[src/rtl/irq_pkg.sv]
package irq_pkg;
  localparam int unsigned LVL_W  = 4;
  localparam int unsigned N_LVL  = 1 << LVL_W;
  localparam int unsigned N_USER = 9;
  localparam int unsigned N_FLT  = 8;

  // Levels that ignore the mask bit
  localparam logic [N_LVL-1:0] LVL_NOMASK = N_LVL'(1) | (N_LVL'(1) << 5);
  // Levels that ignore the global enable
  localparam logic [N_LVL-1:0] LVL_NODIS  = LVL_NOMASK | (N_LVL'(1) << 1);
  // Machine-error level posted by the fault register
  localparam int unsigned LVL_MERR = 1;

  // Pending level driven by each user pin
  function automatic int unsigned usr_level(input int unsigned pin);
    case (pin)
      0: usr_level = 2;
      1: usr_level = 8;
      2: usr_level = 10;
      3: usr_level = 11;
      4: usr_level = 13;
      5: usr_level = 15;
      6: usr_level = 12;
      7: usr_level = 14;
      default: usr_level = 3;
    endcase
  endfunction
endpackage

[src/rtl/irq_fall_det.sv]
module irq_fall_det #(
  parameter int unsigned W = 9
) (
  input  logic         clk,
  input  logic         rst_n,
  input  logic [W-1:0] pin_n,
  output logic [W-1:0] fall
);
  logic [W-1:0] smp_q;
  logic [W-1:0] old_q;

  for (genvar i = 0; i < W; i++) begin : g_bit
    logic smp_d;
    logic old_d;

    always_comb begin
      smp_d = pin_n[i];
      old_d = smp_q[i];
    end

    always_ff @(posedge clk or negedge rst_n) begin
      if (!rst_n) begin
        smp_q[i] <= 1'b1;
        old_q[i] <= 1'b1;
      end else begin
        smp_q[i] <= smp_d;
        old_q[i] <= old_d;
      end
    end

    assign fall[i] = old_q[i] & ~smp_q[i];

    AST_ONE_EDGE_PER_LOW: assert property (@(posedge clk) disable iff (!rst_n)
      fall[i] |=> !fall[i]);
  end
endmodule

[src/rtl/irq_fault_reg.sv]
module irq_fault_reg #(
  parameter int unsigned W = 8
) (
  input  logic         clk,
  input  logic         rst_n,
  input  logic [W-1:0] flt_n,
  input  logic         rd_clr,
  output logic [W-1:0] flt_q,
  output logic         post
);
  logic [W-1:0] cap_q;
  logic [W-1:0] cap_d;
  logic [W-1:0] flt_d;
  logic         armed_q;
  logic         armed_d;

  always_comb begin
    cap_d   = ~flt_n;
    post    = (|cap_q) & armed_q & ~rd_clr;
    if (rd_clr) begin
      flt_d   = '0;
      armed_d = 1'b1;
    end else begin
      flt_d   = flt_q | cap_q;
      armed_d = armed_q & ~post;
    end
  end

  always_ff @(posedge clk or negedge rst_n) begin
    if (!rst_n) begin
      cap_q   <= '0;
      flt_q   <= '0;
      armed_q <= 1'b1;
    end else begin
      cap_q   <= cap_d;
      flt_q   <= flt_d;
      armed_q <= armed_d;
    end
  end

  AST_FLT_SINGLE_POST: assert property (@(posedge clk) disable iff (!rst_n)
    (|flt_q) |-> !post);
  AST_FLT_CLEAR: assert property (@(posedge clk) disable iff (!rst_n)
    rd_clr |=> (flt_q == $past(cap_q) || flt_q == '0));
endmodule

[src/rtl/irq_prio_enc.sv]
module irq_prio_enc #(
  parameter int unsigned LVL_W = 4,
  localparam int unsigned N = 1 << LVL_W
) (
  input  logic [N-1:0]     req,
  output logic [LVL_W-1:0] vec,
  output logic             any
);
  always_comb begin
    vec = '0;
    any = 1'b0;
    for (int i = N - 1; i >= 0; i--) begin
      if (req[i]) begin
        vec = LVL_W'(i);
        any = 1'b1;
      end
    end
  end

  AST_VEC_IS_HIGHEST: assert final (!any ||
    (req[vec] && ((req & ((N'(1) << vec) - N'(1))) == '0)));
endmodule

[src/rtl/irq_prio_ctrl.sv]
module irq_prio_ctrl
  import irq_pkg::*;
(
  input  logic              clk,
  input  logic              rst_n,
  input  logic [N_USER-1:0] usr_irq_n,
  input  logic [N_FLT-1:0]  flt_n,
  input  logic [N_LVL-1:0]  lvl_set,
  input  logic              vec_rd,
  input  logic [N_LVL-1:0]  reg_wdata,
  input  logic              mask_wr,
  input  logic              pend_set_wr,
  input  logic              pend_clr_wr,
  input  logic              en_set,
  input  logic              en_clr,
  input  logic              flt_rd_clr,
  output logic              irq_req,
  output logic [LVL_W-1:0]  vec,
  output logic [N_LVL-1:0]  pend_q,
  output logic [N_LVL-1:0]  mask_q,
  output logic              en_q,
  output logic [N_FLT-1:0]  flt_q
);
  logic [N_USER-1:0] usr_fall;
  logic              merr_post;
  logic [N_LVL-1:0]  usr_set;
  logic [N_LVL-1:0]  set_all;
  logic [N_LVL-1:0]  clr_all;
  logic [N_LVL-1:0]  eff;
  logic [N_LVL-1:0]  pend_d;
  logic [N_LVL-1:0]  mask_d;
  logic              en_d;

  irq_fall_det #(.W(N_USER)) u_fall (
    .clk   (clk),
    .rst_n (rst_n),
    .pin_n (usr_irq_n),
    .fall  (usr_fall)
  );

  irq_fault_reg #(.W(N_FLT)) u_flt (
    .clk    (clk),
    .rst_n  (rst_n),
    .flt_n  (flt_n),
    .rd_clr (flt_rd_clr),
    .flt_q  (flt_q),
    .post   (merr_post)
  );

  always_comb begin
    usr_set = '0;
    for (int i = 0; i < N_USER; i++) begin
      usr_set[usr_level(i)] = usr_set[usr_level(i)] | usr_fall[i];
    end
  end

  always_comb begin
    eff = pend_q & (mask_q | LVL_NOMASK) & (en_q ? {N_LVL{1'b1}} : LVL_NODIS);
  end

  irq_prio_enc #(.LVL_W(LVL_W)) u_enc (
    .req (eff),
    .vec (vec),
    .any (irq_req)
  );

  always_comb begin
    set_all = usr_set | lvl_set | (pend_set_wr ? reg_wdata : '0);
    set_all[LVL_MERR] = set_all[LVL_MERR] | merr_post;
    clr_all = pend_clr_wr ? reg_wdata : '0;
    if (vec_rd && irq_req) begin
      clr_all[vec] = 1'b1;
    end
    pend_d = (pend_q & ~clr_all) | set_all;
    mask_d = mask_wr ? reg_wdata : mask_q;
    if (en_set) begin
      en_d = 1'b1;
    end else if (en_clr) begin
      en_d = 1'b0;
    end else begin
      en_d = en_q;
    end
  end

  always_ff @(posedge clk or negedge rst_n) begin
    if (!rst_n) begin
      pend_q <= '0;
      mask_q <= '0;
      en_q   <= 1'b0;
    end else begin
      pend_q <= pend_d;
      mask_q <= mask_d;
      en_q   <= en_d;
    end
  end

  AST_REQ_DISABLED_ONLY_NODIS: assert property (@(posedge clk) disable iff (!rst_n)
    (irq_req && !en_q) |-> |(pend_q & LVL_NODIS));
  AST_NO_PEND_NO_REQ: assert property (@(posedge clk) disable iff (!rst_n)
    (pend_q == '0) |-> !irq_req);
  AST_VECRD_CLEARS: assert property (@(posedge clk) disable iff (!rst_n)
    (vec_rd && irq_req && !set_all[vec]) |=> !pend_q[$past(vec)]);
  AST_MASKED_NOT_SERVED: assert property (@(posedge clk) disable iff (!rst_n)
    irq_req |-> (mask_q[vec] || LVL_NOMASK[vec]));
  AST_MASK_LOAD: assert property (@(posedge clk) disable iff (!rst_n)
    mask_wr |=> mask_q == $past(reg_wdata));
endmodule

[config.mk]
export PLATFORM = sky130hd
export DESIGN_NAME = irq_prio_ctrl
export DESIGN_NICKNAME = d
export VERILOG_FILES = /design/src/rtl/irq_pkg.sv /design/src/rtl/irq_fall_det.sv /design/src/rtl/irq_fault_reg.sv /design/src/rtl/irq_prio_enc.sv /design/src/rtl/irq_prio_ctrl.sv
export SDC_FILE = /design/constraint.sdc
export NUM_CORES = 1
export LEC_CHECK = 0
export BUFFER_PORTS_ARGS = -buffer_cell sky130_fd_sc_hd__buf_4
export CORE_MARGIN = 1.5
export CORE_UTILIZATION = 49
export DETAILED_ROUTE_END_ITERATION = 8
export PLACE_DENSITY_LB_ADDON = 0.12
export SLEW_MARGIN = 20
export SYNTH_ARGS = -nofsm -noshare
export SYNTH_HDL_FRONTEND = slang
export SYNTH_HIERARCHICAL = 1
export SYNTH_SLANG_ARGS = --single-unit
[constraint.sdc]
create_clock -name clk -period 2.75 [get_ports clk]
set_clock_uncertainty 0.1 [all_clocks]
set_input_delay 0.275 -clock clk [delete_from_list [all_inputs] [get_ports clk]]
set_output_delay 0.275 -clock clk [all_outputs]
set_load 0.1 [all_outputs]
# Word level (Yosys, flattened, before mapping)
# Index checks and enable logic that the tools add are counted.
# word_totals
register_bits	68
in_bits	58
elab_cells	106
# op_classes
order_cmp	2
n_mux	42
n_bitwise	34
n_reduce_logical	4
# op_table
operator	count
2-to-1 mux 16 bit	4
2-to-1 mux 4 bit	16
OR 16 bit	4
bitwise AND 16 bit	3
2-to-1 mux 1 bit	20
inverter 16 bit	1
bitwise AND 1 bit	12
inverter 1 bit	11
2-to-1 mux 8 bit	1
inverter 8 bit	1
OR 8 bit	1
OR reduction 8 bit	1
less-than comparator 4 x 5 -> 1 bit (second input constant)	1
demux 1 bit (select 4 bit)	1
greater-or-equal comparator 4 x 1 -> 1 bit (second input constant)	1
logical AND 1 bit	2
nonzero test 2 bit	1
OR 1 bit	1

# Depth between registers and ports, before layout
# depth
depth_word	27
ltp_mapped	9

# By module
# The synthesis kept the hierarchy.
# modules_own_cells
module	n_inst	cells_each	area_each_um2
irq_prio_ctrl	1	147	1575.3
irq_fall_det	1	27	596.8
irq_fault_reg	1	47	566.8
irq_prio_enc	1	33	178.9

# Worst setup path after synthesis
# OpenSTA, ideal clock, no wires.
# synth_timing
kind	reg2reg
start	register en_q
end	register pend_q[15]
setup_ns	0.127
t_arrival_ns	4.997
t_required_ns	2.523
setup_slack_ns	-2.474
path_stages_with_launch	9
path_buffers	1
synth_period_minus_slack_ns	5.224
path_cell_list	dfrtp_1 > clkbuf_1 > and3_1 > nor4_2 > and3_1 > nor3b_1 > nand2_1 > o211ai_1 > nand2_1
# synth_lines
item	line_no	text
from (decl)	irq_prio_ctrl.sv:21	output logic en_q,
from (signal assigned)	irq_prio_ctrl.sv:93	en_q <= en_d;
2-to-1 mux 16 bit (*)	irq_prio_ctrl.sv:58	eff = pend_q & (mask_q | LVL_NOMASK) & (en_q ? {N_LVL{1'b1}} : LVL_NODIS);
bitwise AND 16 bit (*)	irq_prio_ctrl.sv:58	
net eff[10]	irq_prio_ctrl.sv:29	logic [N_LVL-1:0] eff;
2-to-1 mux 4 bit (*) (11 in series)	irq_prio_enc.sv:13	if (req[i]) begin
net vec[3]	irq_prio_ctrl.sv:18	output logic [LVL_W-1:0] vec,
less-than comparator 4 x 5 -> 1 bit (not written as such) / greater-or-equal comparator 4 x 1 -> 1 bit (equally long branches)	irq_prio_ctrl.sv:72	clr_all[vec] = 1'b1;
logical AND 1 bit (not written as such)	irq_prio_ctrl.sv:72	
2-to-1 mux 1 bit (not written as such)	irq_prio_ctrl.sv:72	
demux 1 bit (select 4 bit) (*)	-	
OR 16 bit (no source line) (*)	-	
2-to-1 mux 16 bit (*)	irq_prio_ctrl.sv:71	if (vec_rd && irq_req) begin
inverter 16 bit (*)	irq_prio_ctrl.sv:74	pend_d = (pend_q & ~clr_all) | set_all;
bitwise AND 16 bit (*)	irq_prio_ctrl.sv:74	
OR 16 bit (*)	irq_prio_ctrl.sv:74	
net pend_d[15]	irq_prio_ctrl.sv:30	logic [N_LVL-1:0] pend_d;
to (signal assigned)	irq_prio_ctrl.sv:91	pend_q <= pend_d;
to (decl)	irq_prio_ctrl.sv:19	output logic [N_LVL-1:0] pend_q,
# The timed path passes the listed nets; every way through them passes the cells marked *.
# A chain may end at the register's enable or synchronous reset.

# Worst setup path after layout
# layout_timing
start	register en_q
end	output vec[3]
# layout_lines
item	line_no
2-to-1 mux 16 bit	irq_prio_ctrl.sv:58
bitwise AND 16 bit	irq_prio_ctrl.sv:58
net eff[7]	irq_prio_ctrl.sv:29
2-to-1 mux 4 bit (8 in series)	irq_prio_enc.sv:13
to (decl)	irq_prio_ctrl.sv:18
# The timed path passes the listed nets, and every way through them passes these cells.

==> metrics <==
post-place setup slack 0.255 ns; DP Area 3790 um2; post-synth top area share between 40% and 50%; CTS H-Tree Depth 3; Final Setup Violations 0; Fillers 407; most numerous cell in the Yosys netlist dfrtp_1; status complete, no violations; row count 27; fraction of layout cells with a size suffix above 1 slightly below 50%; DR vias ~2500; ranking of synthesized cells by area dfrtp_1, dfstp_2, mux2_2; syn_area_per_cell 11.5 um2; Final Max Tran Viols 0; sequential element share of the synthesized area 59.1%; Post-Syn Nets roughly 310; worst min path class in -> reg; hpwl dp approximately 5.3 mm; first-pass iteration count of the detailed router 4; max_cap viols 0; GRT Overall Usage 25.7%; Area Growth Syn to Fin 44.1%; Post-Syn Area 2920 um2; I/O pin count between 100 and 150; design area 4210 um2; antenna-violating nets left 0; fin nets between 400 and 500; Gate Count Post-Synth 254; Warnings, synthesis 6; area of the die between 6000 and 7000 um2; number of DRC markers in iteration 0 136; TritonCTS clock tree yes; Crit Path Category reg -> out; multi-input combinational cell area 1140 um2; Async SR Flop Fraction 100%; max_slew headroom ~44%; clk_lat worst skew 0.34 ns; cells on worst reg2reg path 8; Arr. time, crit path 2.32 ns; drt total wl 7.68 mm; Netlist cell types 34; die height 80.2 um; Setup crit end kind output port; Starting Density 51.7%; CTS Buf Count 9; R2R setup slack 0.15 ns; CTS Sinks 68; Cell Pwr Density 646 nW/um2; Antenna diodes 0; Commonest cells post-synth dfrtp_1, nand2_1, nor2_1, dfstp_2, mux2_2; Synth Flop Type dfrtp_1; Leakage 0.00188 uW; Die W roughly 80 um; gpl congestion 0.960; crit path time final ~2.7 ns; Synth area leader dfrtp_1; Worst setup SP type flop; initial antenna violation count 0; Reg area 1740 um2; maximum clock path buffer count 2; Via density between 5 and 6; Worst R2R Start en_q$_DFFE_PN0P_; core outline area 5640 um2; total congestion overflow after global routing 0; final worst slack around 0.051 ns; # DRC 0; worst-path maximum fanout 15; CP endpoint vec[3]; period utilization between 90% and 100%; first-pass GRT wire length 12.3 mm; Req. time, crit path 2.38 ns; Worst-Margin Slew 0.835 ns; CP startpoint en_q$_DFFE_PN0P_; hold path cells 3; Root Driver clkbuf_8; number of global-route vias before repair 2583; largest net degree at the start of global routing 69; Max Clk Rate 371 MHz; number of I/O port buffers about 100; CTS clk-pin slew, worst paths 0.07 ns; #FFs+latches synth 68; Post-synth EDFFs 0; worst r2r dst pend_q[1]$_DFF_PN0_; Max IR drop VDD 0.465 mV; Fin. Hold Viols 0; WL/cell 16.8 um
[power breakdown]
part | internal (uW) | switching, uW | total [uW]
registers | 1080 | 57.3 | 1140
clock network | 444 | 351 | 796
logic | 228 | 554 | 782
total | 1750 | 963 | 2720
[metal layers]
metal  track usage, %  vias to the layer above  wire length (um)
li1                 -                     1147                 -
met1             30.1                     1250              2930
met2             44.7                      110              4020
met3             5.68                       13               596
met4             11.6                        0               135
met5                0                        -                 0
[placed cells by master, fill, tap and decap left out, types with 2 or more instances in the layout]
cell type / synthesis / routed
inv_1: 14 / 14
nor2b_4: 9 / 9
nor2_1: 23 / 23
dfrtp_1: 49 / 38
clkbuf_8: 0 / 10
and3_4: 0 / 2
a21oi_1: 11 / 10
buf_4: 2 / 105
o311ai_1: 8 / 8
nor3_1: 2 / 2
and3_1: 14 / 12
dfrtp_2: 0 / 10
nand4_1: 2 / 2
clkbuf_1: 2 / 4
dlygate4sd3_1: 0 / 18
o211ai_1: 8 / 8
dfstp_2: 19 / 19
a211oi_1: 10 / 10
nor4_2: 4 / 4
nand2b_1: 2 / 2
mux2_2: 16 / 16
nand4b_1: 3 / 3
buf_6: 1 / 2
nand2_1: 38 / 38
[how the worst min path moves through the flow]
| stage | end | startpoint |
|---|---|---|
| 6_report | pend_q[7]$_DFF_PN0_ | lvl_set[7] |
| 5_1_grt | en_q$_DFFE_PN0P_ | en_set |
| 4_1_cts | pend_q[7]$_DFF_PN0_ | lvl_set[7] |
| 3_5_place_dp | u_fall/old_q[2]$_DFF_PN1_ | u_fall/g_bit[2].old_d$_DFF_PN1_ |
| 3_3_place_gp | u_fall/old_q[8]$_DFF_PN1_ | u_fall/g_bit[8].old_d$_DFF_PN1_ |
| 2_1_floorplan | mask_q[0]$_DFFE_PN0P_ | rst_n |
[sequential cells by signal, indices dropped and copies added (netlist names)]
signal	count
en_q	1
mask_q	16
pend_q	16
u_fall/g_bit.old_d	9
u_fall/old_q	9
u_flt/armed_q	1
u_flt/cap_q	8
u_flt/flt_q	8
[critical path, stage by stage, from the launching register on]
cell and delay, ns:
dfrtp_4 0.55, and3_1 0.24, nor4_2 0.50, nor3b_4 0.42, buf_6 0.28
[cell families after synthesis]
kind of cell,count (synthesis),share of synthesized area (%)
buffers and inverters,24,3.82
multiplexers,16,6.17
AND/OR/NAND/NOR,102,20.2
flip-flops,68,59.1
AO/OA/AOI/OAI,44,10.7
[layout make-up]
type	instances	area share, %
Inverter	14	1.25
Multi-Input combinational cell	162	27.2
Sequential cell	68	41.4
Clock inverter	2	0.833
Clock buffer	14	3.63
Tap cell	72	2.14
Timing Repair Buffer	125	23.6
[through the flow]
stage	power, uW	instances	hold WS [ns]	util (%)	TNS (ns)
6_report	2720	457	0.0224	74.5	0
5_1_grt	2820	457	0.0196	74.5	-0.0584
4_1_cts	2730	453	0.0140	73.8	0
3_5_place_dp	1910	419	0.275	67.2	0
3_3_place_gp	1900	419	0.273	67.2	0
2_1_floorplan	1690	254	-0.121	-	-11.56
[what timing repair did]
action                                  CTS  global route
endpoints found under the setup margin    1             3
hold buffers                             18             0
pin swaps                                 0             1
buffers inserted                          0             4
gates resized for setup                   1             2
hold endpoints to repair                 66             0
Power figures use the tool's default switching activity.
